File: src/rtl/bus_seq_pkg.sv
package bus_seq_pkg;
  typedef enum logic [1:0] {PH_IDLE, PH_ADDR, PH_DATA} phase_t;

  // next phase of the bus cycle
  function automatic phase_t next_phase(phase_t cur, logic start, logic rdy);
    case (cur)
      PH_IDLE: next_phase = start ? PH_ADDR : PH_IDLE;
      PH_ADDR: next_phase = PH_DATA;
      PH_DATA: next_phase = rdy ? PH_IDLE : PH_DATA;
      default: next_phase = PH_IDLE;
    endcase
  endfunction

  // data accepted: only in the data phase, with ready high
  function automatic logic data_accept(phase_t cur, logic rdy);
    data_accept = (cur == PH_DATA) && rdy;
  endfunction
endpackage

File: src/rtl/bus_seq_fsm.sv
module bus_seq_fsm
  import bus_seq_pkg::*;
(
  input  logic   clk,
  input  logic   rst,
  input  logic   start,
  input  logic   rdy,
  input  logic   fetch,
  output phase_t phase,
  output logic   accept,
  output logic   pc_strobe
);
  logic waited_q;

  always_ff @(posedge clk) begin
    if (rst) begin
      phase    <= PH_IDLE;
      waited_q <= 1'b0;
    end else begin
      phase <= next_phase(phase, start, rdy);
      if (phase == PH_ADDR)
        waited_q <= 1'b0;
      else if (phase == PH_DATA)
        waited_q <= 1'b1;
    end
  end

  assign accept    = data_accept(phase, rdy);
  assign pc_strobe = (phase == PH_DATA) && !waited_q && fetch;
endmodule

File: src/rtl/bus_seq_hold.sv
module bus_seq_hold #(
  parameter int AW = 16,
  parameter int DW = 8
) (
  input  logic          clk,
  input  logic          rst,
  input  logic          load,
  input  logic [AW-1:0] addr_in,
  input  logic          we_in,
  input  logic          fetch_in,
  input  logic [DW-1:0] wdata_in,
  output logic [AW-1:0] addr_q,
  output logic          we_q,
  output logic          fetch_q,
  output logic [DW-1:0] wdata_q
);
  always_ff @(posedge clk) begin
    if (rst) begin
      addr_q  <= '0;
      we_q    <= 1'b0;
      fetch_q <= 1'b0;
      wdata_q <= '0;
    end else if (load) begin
      addr_q  <= addr_in;
      we_q    <= we_in;
      fetch_q <= fetch_in;
      wdata_q <= wdata_in;
    end
  end
endmodule

File: src/rtl/bus_seq_rcap.sv
module bus_seq_rcap #(
  parameter int DW = 8
) (
  input  logic          clk,
  input  logic          rst,
  input  logic          take,
  input  logic [DW-1:0] din,
  output logic [DW-1:0] dout
);
  logic [DW-1:0] held_q;

  always_ff @(posedge clk) begin
    if (rst)       held_q <= '0;
    else if (take) held_q <= din;
  end

  assign dout = take ? din : held_q;
endmodule

File: src/rtl/bus_seq.sv
module bus_seq
  import bus_seq_pkg::*;
#(
  parameter int AW = 16,
  parameter int DW = 8
) (
  input  logic          clk,
  input  logic          rst,
  input  logic          core_req,
  input  logic [AW-1:0] core_addr,
  input  logic          core_we,
  input  logic          core_fetch,
  input  logic [DW-1:0] core_wdata,
  output logic [DW-1:0] core_rdata,
  output logic          core_done,
  output logic          core_busy,
  output logic          pc_inc,
  output logic [AW-1:0] bus_addr,
  output logic          bus_rd,
  output logic          bus_oe,
  output logic [DW-1:0] bus_wdata,
  output logic          bus_cyc,
  input  logic [DW-1:0] bus_rdata,
  input  logic          bus_rdy
);
  phase_t phase;
  logic   start, accept, we_q, fetch_q;
  logic   phase_addr, phase_data, read_take;

  assign start      = core_req && (phase == PH_IDLE);
  assign phase_addr = (phase == PH_ADDR);
  assign phase_data = (phase == PH_DATA);
  assign read_take  = accept && !we_q;

  bus_seq_fsm u_fsm (
    .clk(clk), .rst(rst), .start(start), .rdy(bus_rdy), .fetch(fetch_q),
    .phase(phase), .accept(accept), .pc_strobe(pc_inc)
  );

  bus_seq_hold #(.AW(AW), .DW(DW)) u_hold (
    .clk(clk), .rst(rst), .load(start),
    .addr_in(core_addr), .we_in(core_we), .fetch_in(core_fetch),
    .wdata_in(core_wdata),
    .addr_q(bus_addr), .we_q(we_q), .fetch_q(fetch_q), .wdata_q(bus_wdata)
  );

  bus_seq_rcap #(.DW(DW)) u_rcap (
    .clk(clk), .rst(rst), .take(read_take), .din(bus_rdata), .dout(core_rdata)
  );

  assign bus_cyc   = phase_addr || phase_data;
  assign bus_rd    = bus_cyc && !we_q;
  assign bus_oe    = bus_cyc && we_q;
  assign core_busy = bus_cyc;
  assign core_done = accept;
endmodule

File: config.mk
export PLATFORM = sky130hd
export DESIGN_NAME = bus_seq
export DESIGN_NICKNAME = d
export VERILOG_FILES = /design/src/rtl/bus_seq_pkg.sv /design/src/rtl/bus_seq_fsm.sv /design/src/rtl/bus_seq_hold.sv /design/src/rtl/bus_seq_rcap.sv /design/src/rtl/bus_seq.sv
export SDC_FILE = /design/constraint.sdc
export NUM_CORES = 1
export LEC_CHECK = 0
export ABC_CLOCK_PERIOD_IN_PS = 1800
export BUFFER_PORTS_ARGS = -buffer_cell sky130_fd_sc_hd__buf_2
export CORE_MARGIN = 10
export CORE_UTILIZATION = 47
export DETAILED_ROUTE_END_ITERATION = 6
export PLACE_DENSITY_LB_ADDON = 0.3
export SETUP_SLACK_MARGIN = 0.3
export SYNTH_ARGS = -nofsm -noshare
export SYNTH_HDL_FRONTEND = slang
export SYNTH_SLANG_ARGS = --single-unit
File: constraint.sdc
create_clock -name clk -period 1.8 [get_ports clk]
set_input_delay 0.09 -clock clk [delete_from_list [all_inputs] [get_ports clk]]
set_output_delay 0.09 -clock clk [all_outputs]
set_load 0.01 [all_outputs]
==> flow_summary.json, run 1 <==
{
  "nets": 299,
  "synth_top_family_by_area": "compound AO/OA/AOI/OAI gates",
  "post_place_setup_slack_ps": 312,
  "ys_types": 22,
  "power_w": 0.00196,
  "die-width_um": 82.1,
  "antenna_found_initial": 0,
  "antenna_cells": 0,
  "worstMarginPinSlew_ps": 468,
  "post_synth_and_or_nand_nor_area_fraction": 0.177,
  "drt_iter0_drc": 84,
  "cell_by_cell_listing_of_the_critical_path": "inv_2 > ha_4 > nand3b_4 > mux2_4 > buf_6",
  "cts_made_buffers": 5,
  "detail_route.drc_violations": 0,
  "final_wtd_congestion": 0.759,
  "die_area_sq_um": 6730,
  "yosys_warnings": 0,
  "layoutNonFillerInstCount": 306,
  "endpoint_kind": "primary output",
  "place_hpwl_um": 3090,
  "crit_fanout": 8,
  "start_util": 0.491,
  "timing.final.crit_share": 0.854,
  "final_wirelength_um": 4240,
  "groute.layer.met3.usage": 0.0677,
  "grtUsageTotal": 0.124,
  "final-hold-violation-count": 0,
  "muxShareOfSynthArea": 0.0940,
  "synth_compound_area_frac": 0.220,
  "core_area_sq_um": 3690,
  "max_slew_margin": 0.688,
  "r2r_cells": 6,
  "holdWs_ps": 52.6,
  "cts_max_path_buffers": 2,
  "synth_xor_xnor_area_share": 0,
  "worst-path-buf-inv": 2,
  "status": "complete, no violations",
  "synthAdderAreaFrac": 0.0276,
  "crit_path_max_incr_delay_ps": 350,
  "clock_tree.htree_level_count": 2,
  "cts_tree": "yes",
  "final_period_minus_worst_setup_slack_ps": 1540,
  "timing.max_cap.violations": 0,
  "final_critical_path_setup_slack_ps": 262,
  "cp.depth": 5,
  "critical_path_required_ps": 1710,
  "global_route.usage.met2": 0.179,
  "final-setup-viol-count": 0,
  "groute.layer.met1.usage": 0.148,
  "via_count": 1502,
  "via_count_of_the_first_global_routing_pass": 1450,
  "synth-seq-area-share": 0.409,
  "placement_row_count": 22,
  "flow.area_growth_from_synthesis_pct": 33.2,
  "fmax_mhz": 650,
  "cts.sinks": 37,
  "clk_latency_ps": 280,
  "mapped_cells": 186,
  "worst_vdd_rail_ir_drop_v": 0.000628,
  "grt-busiest-layer": "met2",
  "detail_route.vias_per_cell": 4.91,
  "critical_path_class": "flop to primary output",
  "dieHeight_um": 82.1,
  "cts-root-buf": "sky130_fd_sc_hd__clkbuf_8",
  "cp_top_family": "multiplexers",
  "wire_length_of_the_first_global_routing_pass_um": 6630,
  "postRouteAntennaNets": 0,
  "wire_per_inst_um": 13.8,
  "final_setup_skew_ps": 7.09,
  "grt_start_max_net_pins": 35,
  "worst_setup_path_start_kind": "flop",
  "avgSynthCellArea_sq_um": 9.73,
  "mappedNetlistArea_sq_um": 1810,
  "finalSetupTns_ps": 0,
  "drtPass1Iterations": 4,
  "cts.reportedPaths.clkPinSlew_ps": 70,
  "io_buffer_count": 75,
  "synth-seq-cells": 37,
  "synth.net_count": 228,
  "grt_setup_unrepaired": "yes",
  "power_leakage_nw": 1.13,
  "min_delay_path_depth": 3,
  "grt_overflow_total": 0,
  "arrival_worst_endpoint_ps": 1450,
  "crit_path_top_delay_cell": "sky130_fd_sc_hd__mux2_4",
  "hp-class": "input port to flop",
  "io-pin-count": 76,
  "dp.cells": 295,
  "power_density_nw_per_um2": 811,
  "post_route_cells_drive_above_1_share": 0.519,
  "slew_violations": 0
}
## report_power, final
part	switching, W	internal, W	total, W
sequential	0.0000212	0.000864	0.000885
combinational	0.000173	0.000175	0.000348
clock	0.000271	0.000451	0.000722
total	0.000466	0.00149	0.00196
## Yosys cell counts (all sizes together)
library cell | instances | area share
a21bo | 26 | 0.14
a21oi | 27 | 0.077
and2 | 2 | 0.0076
and3b | 1 | 0.0055
buf | 19 | 0.068
dfxtp | 37 | 0.41
ha | 4 | 0.028
inv | 2 | 0.0041
mux2 | 8 | 0.050
mux2i | 8 | 0.044
nand2 | 2 | 0.0041
nand2b | 17 | 0.059
nand3 | 26 | 0.072
nand3b | 1 | 0.011
nor2 | 2 | 0.0041
nor2b | 1 | 0.0035
nor3 | 2 | 0.0055
or3b | 1 | 0.0048
## state kept, by name, indices dropped and copies added, names as in the netlist
name / count
u_fsm.phase: 2
u_fsm.waited_q: 1
u_hold.addr_q: 16
u_hold.fetch_q: 1
u_hold.wdata_q: 8
u_hold.we_q: 1
u_rcap.held_q: 8
## layer usage
| layer | up-vias | routed length [um] |
|---|---|---|
| met2 | 51 | 1850 |
| li1 | 783 | - |
| met4 | 0 | 32 |
| met1 | 663 | 1820 |
| met5 | - | 0 |
| met3 | 5 | 534 |
## worst register-to-register path, cell delays in order (launching register included)
cell and delay [ps]:
sky130_fd_sc_hd__dfxtp_2 330, sky130_fd_sc_hd__inv_2 50, sky130_fd_sc_hd__buf_4 130, sky130_fd_sc_hd__ha_4 150
sky130_fd_sc_hd__buf_4 230, sky130_fd_sc_hd__a21bo_2 230, sky130_fd_sc_hd__a21oi_1 150
## area by class of cell
| class | instances | area (sq um) |
|---|---|---|
| clock buffers | 7 | 86.3 |
| clock inverters | 1 | 30.0 |
| fillers | 324 | 1280 |
| inverters | 2 | 7.51 |
| multi-input cells | 128 | 997 |
| flip-flops and latches | 37 | 746 |
| well taps | 48 | 60.1 |
| repair buffers | 83 | 485 |
## what timing repair did
action / CTS / global route
hold buffers: 0 / 0
resized for setup: 6 / 18
pin swaps: 1 / 1
buffers inserted: 2 / 1
gates cloned: 0 / 0
setup endpoints to repair: 8 / 9
## kinds of logic after synthesis
kind of cell,count (synthesis)
adder cells (fa/ha/maj),4
AND/OR/NAND/NOR,55
flip-flops,37
AO/OA/AOI/OAI,53
buffers and inverters,21
multiplexers,16
## path summary, 6_finish.rpt
check | start | end | slack (ps)
setup / recovery | u_fsm.phase[0]$_SDFF_PP0_ | core_rdata[5] | 260
hold / removal | core_addr[1] | u_hold.addr_q[1]$_SDFFE_PP0P_ | 50
setup reg to reg | u_fsm.phase[0]$_SDFF_PP0_ | u_hold.addr_q[12]$_SDFFE_PP0P_ | 460
hold reg to reg | u_rcap.held_q[2]$_SDFF_PP0_ | u_rcap.held_q[2]$_SDFF_PP0_ | 480
## cell usage in the layout (no fill, tap or decap), drive strengths merged
| cell type | instances |
|---|---|
| a21bo | 26 |
| a21oi | 27 |
| and2 | 2 |
| and3b | 1 |
| buf | 83 |
| bufinv | 1 |
| clkbuf | 7 |
| dfxtp | 37 |
| ha | 4 |
| inv | 2 |
| mux2 | 8 |
| mux2i | 8 |
| nand2 | 2 |
| nand2b | 17 |
| nand3 | 26 |
| nand3b | 1 |
| nor2 | 2 |
| nor2b | 1 |
| nor3 | 2 |
| or3b | 1 |
## through the flow
stage,utilization,area (sq um)
after global routing,0.654,2410
after CTS,0.627,2310
after global placement,0.586,2160
after floorplan,-,1810
final,0.654,2410
after detailed placement,0.586,2160
(Power assumes the default switching activity.)
==> run 2, diff against run 1 <==
- CORE_UTILIZATION: 47 -> 44
- REMOVE_ABC_BUFFERS: not set -> 1
- SYNTH_HIERARCHICAL: not set -> 1
==> flow_summary.json, run 2 <==
{
  "postRouteAntennaNets": 0,
  "worst_setup_path_start_kind": "flop",
  "final_critical_path_setup_slack_ps": 49.6,
  "drt_iter0_drc": 24,
  "holdWs_ps": 16.6,
  "endpoint_kind": "primary output",
  "clock_tree.htree_level_count": 2,
  "nets": 273,
  "synth_compound_area_frac": 0.00938,
  "yosys_warnings": 6,
  "core_area_sq_um": 3130,
  "mostFrequentLayoutCell": "sky130_fd_sc_hd__buf_2",
  "synth_top_family_by_area": "multiplexers",
  "detail_route.vias_per_cell": 4.49,
  "dieHeight_um": 77.8,
  "synth_enable_flop_cells": 0,
  "io-pin-count": 76,
  "post_route_cells_drive_above_1_share": 0.489,
  "worst_vdd_rail_ir_drop_v": 0.000556,
  "timing.final.crit_share": 0.972,
  "status": "complete, no violations",
  "detail_route.drc_violations": 0,
  "critical_path_class": "flop to primary output",
  "cts.sinks": 37,
  "post_synth_and_or_nand_nor_area_fraction": 0.153,
  "io_buffer_count": 75,
  "r2r_cells": 9,
  "wire_length_of_the_first_global_routing_pass_um": 6270,
  "final_period_minus_worst_setup_slack_ps": 1750,
  "ys_types": 19,
  "synth_top_cells_by_area": "sky130_fd_sc_hd__dfxtp_1 (50%), sky130_fd_sc_hd__mux2i_1 (18%), sky130_fd_sc_hd__mux2_4 (8.2%)",
  "grt_start_max_net_pins": 40,
  "crit_fanout": 8,
  "avgSynthCellArea_sq_um": 11.3,
  "final_setup_skew_ps": 8.21,
  "grt_setup_unrepaired": "yes",
  "fin_util": 0.754,
  "synthAdderAreaFrac": 0.00853,
  "placement_row_count": 20,
  "register_with_the_most_flip_flops": "u_hold/addr_q",
  "flow.area_growth_from_synthesis_pct": 60.7,
  "clk_latency_ps": 320,
  "synthDominantAreaCellType": "sky130_fd_sc_hd__dfxtp_1",
  "power_w": 0.00182,
  "largest_register_ffs": 16,
  "synth_xor_xnor_area_share": 0,
  "total_cell_area_at_the_placement_stage_sq_um": 1840,
  "power_density_nw_per_um2": 770,
  "max_slew_margin": 0.572,
  "post_place_setup_slack_ps": 196,
  "crit-reg2reg-capture": "u_hold/wdata_q[7]$_SDFFE_PP0P_",
  "synthArstFlopShare": 0,
  "arrival_worst_endpoint_ps": 1660,
  "worstMarginPinSlew_ps": 643,
  "muxShareOfSynthArea": 0.259,
  "synth-seq-cells": 37,
  "start_util": 0.469,
  "end_point_of_the_critical_path": "core_rdata[0]",
  "fmax_mhz": 571,
  "drtPass1Iterations": 4,
  "cts_max_path_buffers": 2,
  "cts_tree": "yes",
  "critical_path_required_ps": 1710,
  "power_leakage_nw": 1.16,
  "cts-root-buf": "sky130_fd_sc_hd__clkbuf_4",
  "mapped_cells": 130,
  "netlist_top_cells_count": "sky130_fd_sc_hd__dfxtp_1 (37), sky130_fd_sc_hd__nor2_1 (27), sky130_fd_sc_hd__mux2i_1 (26), sky130_fd_sc_hd__nor2b_1 (11), sky130_fd_sc_hd__mux2_4 (8)",
  "synth-seq-area-share": 0.505,
  "postSynth.topFlopCell": "sky130_fd_sc_hd__dfxtp_1",
  "cts.reportedPaths.clkPinSlew_ps": 100,
  "grt_overflow_total": 0,
  "final_wirelength_um": 4000,
  "die_area_sq_um": 6050,
  "synth_most_common_cell": "sky130_fd_sc_hd__dfxtp_1",
  "timing.max_cap.violations": 0,
  "via_count_of_the_first_global_routing_pass": 1315,
  "antenna_cells": 0,
  "rr_startpoint": "u_fsm/phase[0]$_SDFF_PP0_",
  "hp-class": "input port to flop",
  "wire_per_inst_um": 14.3,
  "place_hpwl_um": 2630,
  "fin_area_sq_um": 2360,
  "via_count": 1253,
  "final_wtd_congestion": 0.654,
  "cts_made_buffers": 5,
  "mappedNetlistArea_sq_um": 1470,
  "rrSetupSlack_ps": 230,
  "final-hold-violation-count": 0,
  "final-setup-viol-count": 0,
  "synth_largest_type_area_fraction": 0.505,
  "antenna_found_initial": 0,
  "slew_violations": 0,
  "die-width_um": 77.8,
  "timing.critical_path.from": "u_fsm/phase[0]$_SDFF_PP0_",
  "grtUsageTotal": 0.123,
  "layout_top_registers": "u_hold/addr_q: 16 flops, u_hold/wdata_q: 8 flops, u_rcap/held_q: 8 flops",
  "layout.cells.most_common_list": "sky130_fd_sc_hd__buf_2 (67), sky130_fd_sc_hd__dfxtp_1 (35), sky130_fd_sc_hd__nor2_1 (26)"
}
[run 2: changes by cell type in the layout (fill, tap and decap cells not counted), moves of 3 or more]
cell and delta:
sky130_fd_sc_hd__mux2i_1 +16, sky130_fd_sc_hd__nor2b_1 +10, sky130_fd_sc_hd__a21bo_2 -26, sky130_fd_sc_hd__dlygate4sd3_1 +17, sky130_fd_sc_hd__clkbuf_4 +5, sky130_fd_sc_hd__buf_4 -3
sky130_fd_sc_hd__nand3_1 -26, sky130_fd_sc_hd__nand2b_1 -16, sky130_fd_sc_hd__nor2_1 +24, sky130_fd_sc_hd__clkbuf_8 -4, sky130_fd_sc_hd__a21oi_1 -26, sky130_fd_sc_hd__buf_12 +3
[run 2: worst min-delay path by stage]
stage | start | endpoint | cells past startpoint
2_1_floorplan | rst | u_rcap/held_q[0]$_SDFF_PP0_ | 1
3_3_place_gp | bus_rdy | u_fsm/phase[1]$_SDFF_PP0_ | 2
3_5_place_dp | bus_rdy | u_fsm/phase[1]$_SDFF_PP0_ | 2
4_1_cts | core_addr[15] | u_hold/addr_q[15]$_SDFFE_PP0P_ | 3
5_1_grt | core_wdata[3] | u_hold/wdata_q[3]$_SDFFE_PP0P_ | 3
6_report | core_addr[11] | u_hold/addr_q[11]$_SDFFE_PP0P_ | 3
[run 2: routing by layer]
layer,GRT usage,wire (um),up-vias
met2,0.192,1770,60
met1,0.132,1710,549
met5,0,0,-
met3,0.0887,498,5
met4,0.0274,25,0
li1,-,-,639
[run 2: cells by family after synthesis]
| family | count (synthesis) |
|---|---|
| AND/OR/NAND/NOR | 45 |
| multiplexers | 34 |
| flip-flops | 37 |
| buffers and inverters | 11 |
| AO/OA/AOI/OAI | 2 |
| adder cells (fa/ha/maj) | 1 |
[run 2: worst max-delay path, stage by stage (launching register included)]
cell and delay, ps:
sky130_fd_sc_hd__dfxtp_2 330, sky130_fd_sc_hd__nand2b_4 150, sky130_fd_sc_hd__nor2_4 100, sky130_fd_sc_hd__nor2b_4 160, sky130_fd_sc_hd__buf_8 150, sky130_fd_sc_hd__mux2_4 320
sky130_fd_sc_hd__buf_6 120
[run 2: timing repair]
item | 4_1_cts | 5_1_grt
hold buffers | 16 | 1
gates resized for setup | 18 | 9
hold endpoints to repair | 16 | 1
endpoints found under the setup margin | 38 | 31
gates cloned | 1 | 2
pin swaps | 2 | 3
buffers inserted | 4 | 4
[run 2: area by class of cell]
cell class | count | area [sq um]
repair buffers | 105 | 797
fillers | 212 | 769
flip-flops and latches | 37 | 746
multi-input cells | 82 | 677
clock buffers | 7 | 65.1
well taps | 44 | 55.1
inverters | 3 | 13.8
clock inverters | 1 | 5.00
[run 2: power by group]
group | internal, W | switching [W]
sequential | 0.000871 | 0.0000284
clock | 0.000226 | 0.000246
combinational | 0.000260 | 0.000183
total | 0.00136 | 0.000458
[run 2: through the flow]
stage	cells	TNS, ps
floorplan	122	-2570
detailed placement	243	0
global placement	243	0
CTS	272	0
finish	279	0
global route	279	-311
==> run 3, diff against run 2 <==
- CORE_UTILIZATION: 44 -> 47
- SYNTH_HIERARCHICAL: 1 -> not set
==> flow_summary.json, run 3 (same netlist as run 1, synthesis figures left out) <==
{
  "timing.max_cap.violations": 0,
  "final-setup-viol-count": 0,
  "worstMarginPinSlew_ps": 328,
  "grt_overflow_total": 0,
  "detail_route.vias_per_cell": 5.04,
  "power.clock.fraction": 0.319,
  "slew_violations": 0,
  "rr_startpoint": "u_fsm.phase[0]$_SDFF_PP0_",
  "drtPass1Iterations": 5,
  "clk_latency_ps": 290,
  "internal_power_component_w": 0.00135,
  "p_seq_frac": 0.487,
  "timing.final.crit_share": 0.861,
  "place_hpwl_um": 3160,
  "r2r_cells": 5,
  "fmax_mhz": 645,
  "clock_tree.htree_level_count": 2,
  "wire_per_inst_um": 14.4,
  "cts.sinks": 37,
  "io-pin-count": 76,
  "antenna_found_initial": 0,
  "endpoint_kind": "primary output",
  "rrSetupSlack_ps": 470,
  "power.switching_fraction": 0.260,
  "register_with_the_most_flip_flops": "u_hold.addr_q",
  "critical_path_required_ps": 1710,
  "die_area_sq_um": 6730,
  "min_delay_path_depth": 3,
  "core_area_sq_um": 3690,
  "detail_route.drc_violations": 0,
  "flow.area_growth_from_synthesis_pct": 32.1,
  "drt_iter0_drc": 43,
  "via_count": 1533,
  "layout.cells.most_common_list": "sky130_fd_sc_hd__buf_2 (67), sky130_fd_sc_hd__dfxtp_1 (35), sky130_fd_sc_hd__nand3_1 (26), sky130_fd_sc_hd__a21bo_2 (26), sky130_fd_sc_hd__a21oi_1 (26)",
  "power_switching_w": 0.000472,
  "power_density_nw_per_um2": 760,
  "final_critical_path_setup_slack_ps": 250,
  "worstHoldEndpoint": "u_hold.addr_q[6]$_SDFFE_PP0P_",
  "crit-reg2reg-capture": "u_rcap.held_q[3]$_SDFF_PP0_",
  "final_wirelength_um": 4390,
  "postRouteAntennaNets": 0,
  "final_setup_skew_ps": 7.35,
  "post_route_cells_drive_above_1_share": 0.516,
  "hold_buffers_post_cts": 0,
  "max_slew_margin": 0.781,
  "placement_row_count": 22,
  "die-width_um": 82.1,
  "grt_start_max_net_pins": 43,
  "dp.cells": 294,
  "filler_cells_inserted": 340,
  "final_period_minus_worst_setup_slack_ps": 1550,
  "status": "complete, no violations",
  "antenna_cells": 0,
  "mostFrequentLayoutCell": "sky130_fd_sc_hd__buf_2",
  "largest_register_ffs": 16,
  "final-hold-violation-count": 0,
  "io_buffer_count": 75,
  "critical_path_class": "flop to primary output",
  "cts_tree": "yes",
  "start_util": 0.491,
  "layoutNonFillerInstCount": 304,
  "nets": 298,
  "grt_setup_unrepaired": "yes",
  "hp-class": "input port to flop",
  "dieHeight_um": 82.1,
  "arrival_worst_endpoint_ps": 1460,
  "cts_max_path_buffers": 2,
  "post_place_setup_slack_ps": 294,
  "grtUsageTotal": 0.132,
  "layout_top_registers": "u_hold.addr_q: 16 flops, u_hold.wdata_q: 8 flops, u_rcap.held_q: 8 flops",
  "min_from": "core_addr[6]",
  "comb_power_share": 0.194,
  "worst_vdd_rail_ir_drop_v": 0.000533,
  "worst_setup_path_start_kind": "flop",
  "crit_fanout": 8,
  "cts.reportedPaths.clkPinSlew_ps": 70,
  "power_leakage_nw": 1.12,
  "cts_made_buffers": 5,
  "cts-root-buf": "sky130_fd_sc_hd__clkbuf_8",
  "via_count_of_the_first_global_routing_pass": 1480,
  "final_wtd_congestion": 0.724,
  "wire_length_of_the_first_global_routing_pass_um": 7000
}
run 3: cell count changes in the layout (fill, tap and decap cells not counted), sizes merged, moves of 3 or more:
cell,delta
nand2b,+15
buf,-4
nand3,+26
nor2b,-10
a21oi,+27
ha,+3
a21bo,+26
nor2,-25
dlygate4sd3,-17
mux2i,-18
run 3: worst max-delay path by stage:
stage,cells past startpoint,end,start
final,5,core_rdata[7],u_fsm.phase[0]$_SDFF_PP0_
after global routing,5,core_rdata[4],u_fsm.phase[0]$_SDFF_PP0_
after CTS,5,core_rdata[0],u_fsm.phase[0]$_SDFF_PP0_
after detailed placement,5,core_rdata[0],u_fsm.phase[0]$_SDFF_PP0_
after global placement,5,core_rdata[4],u_fsm.phase[0]$_SDFF_PP0_
after floorplan,4,u_hold.addr_q[0]$_SDFFE_PP0P_,u_fsm.phase[0]$_SDFF_PP0_
run 3: power by group through the flow:
stage          clock, W  combinational [W]  sequential, W
3_3_place_gp          0           0.000324       0.000900
2_1_floorplan         0           0.000152       0.000918
4_1_cts        0.000593           0.000350       0.000884
6_report       0.000580           0.000352       0.000884
3_5_place_dp          0           0.000327       0.000903
5_1_grt        0.000628           0.000391       0.000890
run 3: final cells by class:
type | count | area [sq um] | area share
repair buffers | 82 | 490 | 0.205
multi-input cells | 128 | 1000 | 0.419
clock buffers | 7 | 86.3 | 0.0361
well taps | 48 | 60.1 | 0.0251
inverters | 2 | 7.51 | 0.00314
flip-flops and latches | 37 | 746 | 0.312
run 3: worst max-delay path: stages, from the launching register on:
cell and delay (ps):
sky130_fd_sc_hd__dfxtp_2 320, sky130_fd_sc_hd__inv_2 60, sky130_fd_sc_hd__ha_4 140, sky130_fd_sc_hd__nand3b_4 170
sky130_fd_sc_hd__mux2_4 350, sky130_fd_sc_hd__buf_6 130
run 3: routing by layer:
layer | part of all wire | global-route usage
met1 | 0.39 | 0.146
met2 | 0.50 | 0.209
met3 | 0.098 | 0.0622
met4 | 0.015 | 0.0663
met5 | 0 | 0
run 3: what timing repair did:
| action | 4_1_cts | 5_1_grt |
|---|---|---|
| pin swaps | 2 | 0 |
| buffers inserted | 3 | 0 |
| resized for setup | 23 | 3 |
| endpoints found under the setup margin | 9 | 10 |
run 3: per-stage QoR:
stage,TNS (ps),cell area [sq um],total power [W],utilization,hold WS [ps]
floorplan,-463,1690,0.00107,-,152
global placement,0,2170,0.00122,0.588,341
detailed placement,0,2170,0.00123,0.588,349
CTS,0,2370,0.00183,0.644,42.4
global route,0,2390,0.00191,0.649,43.8
finish,0,2390,0.00182,0.649,48.7
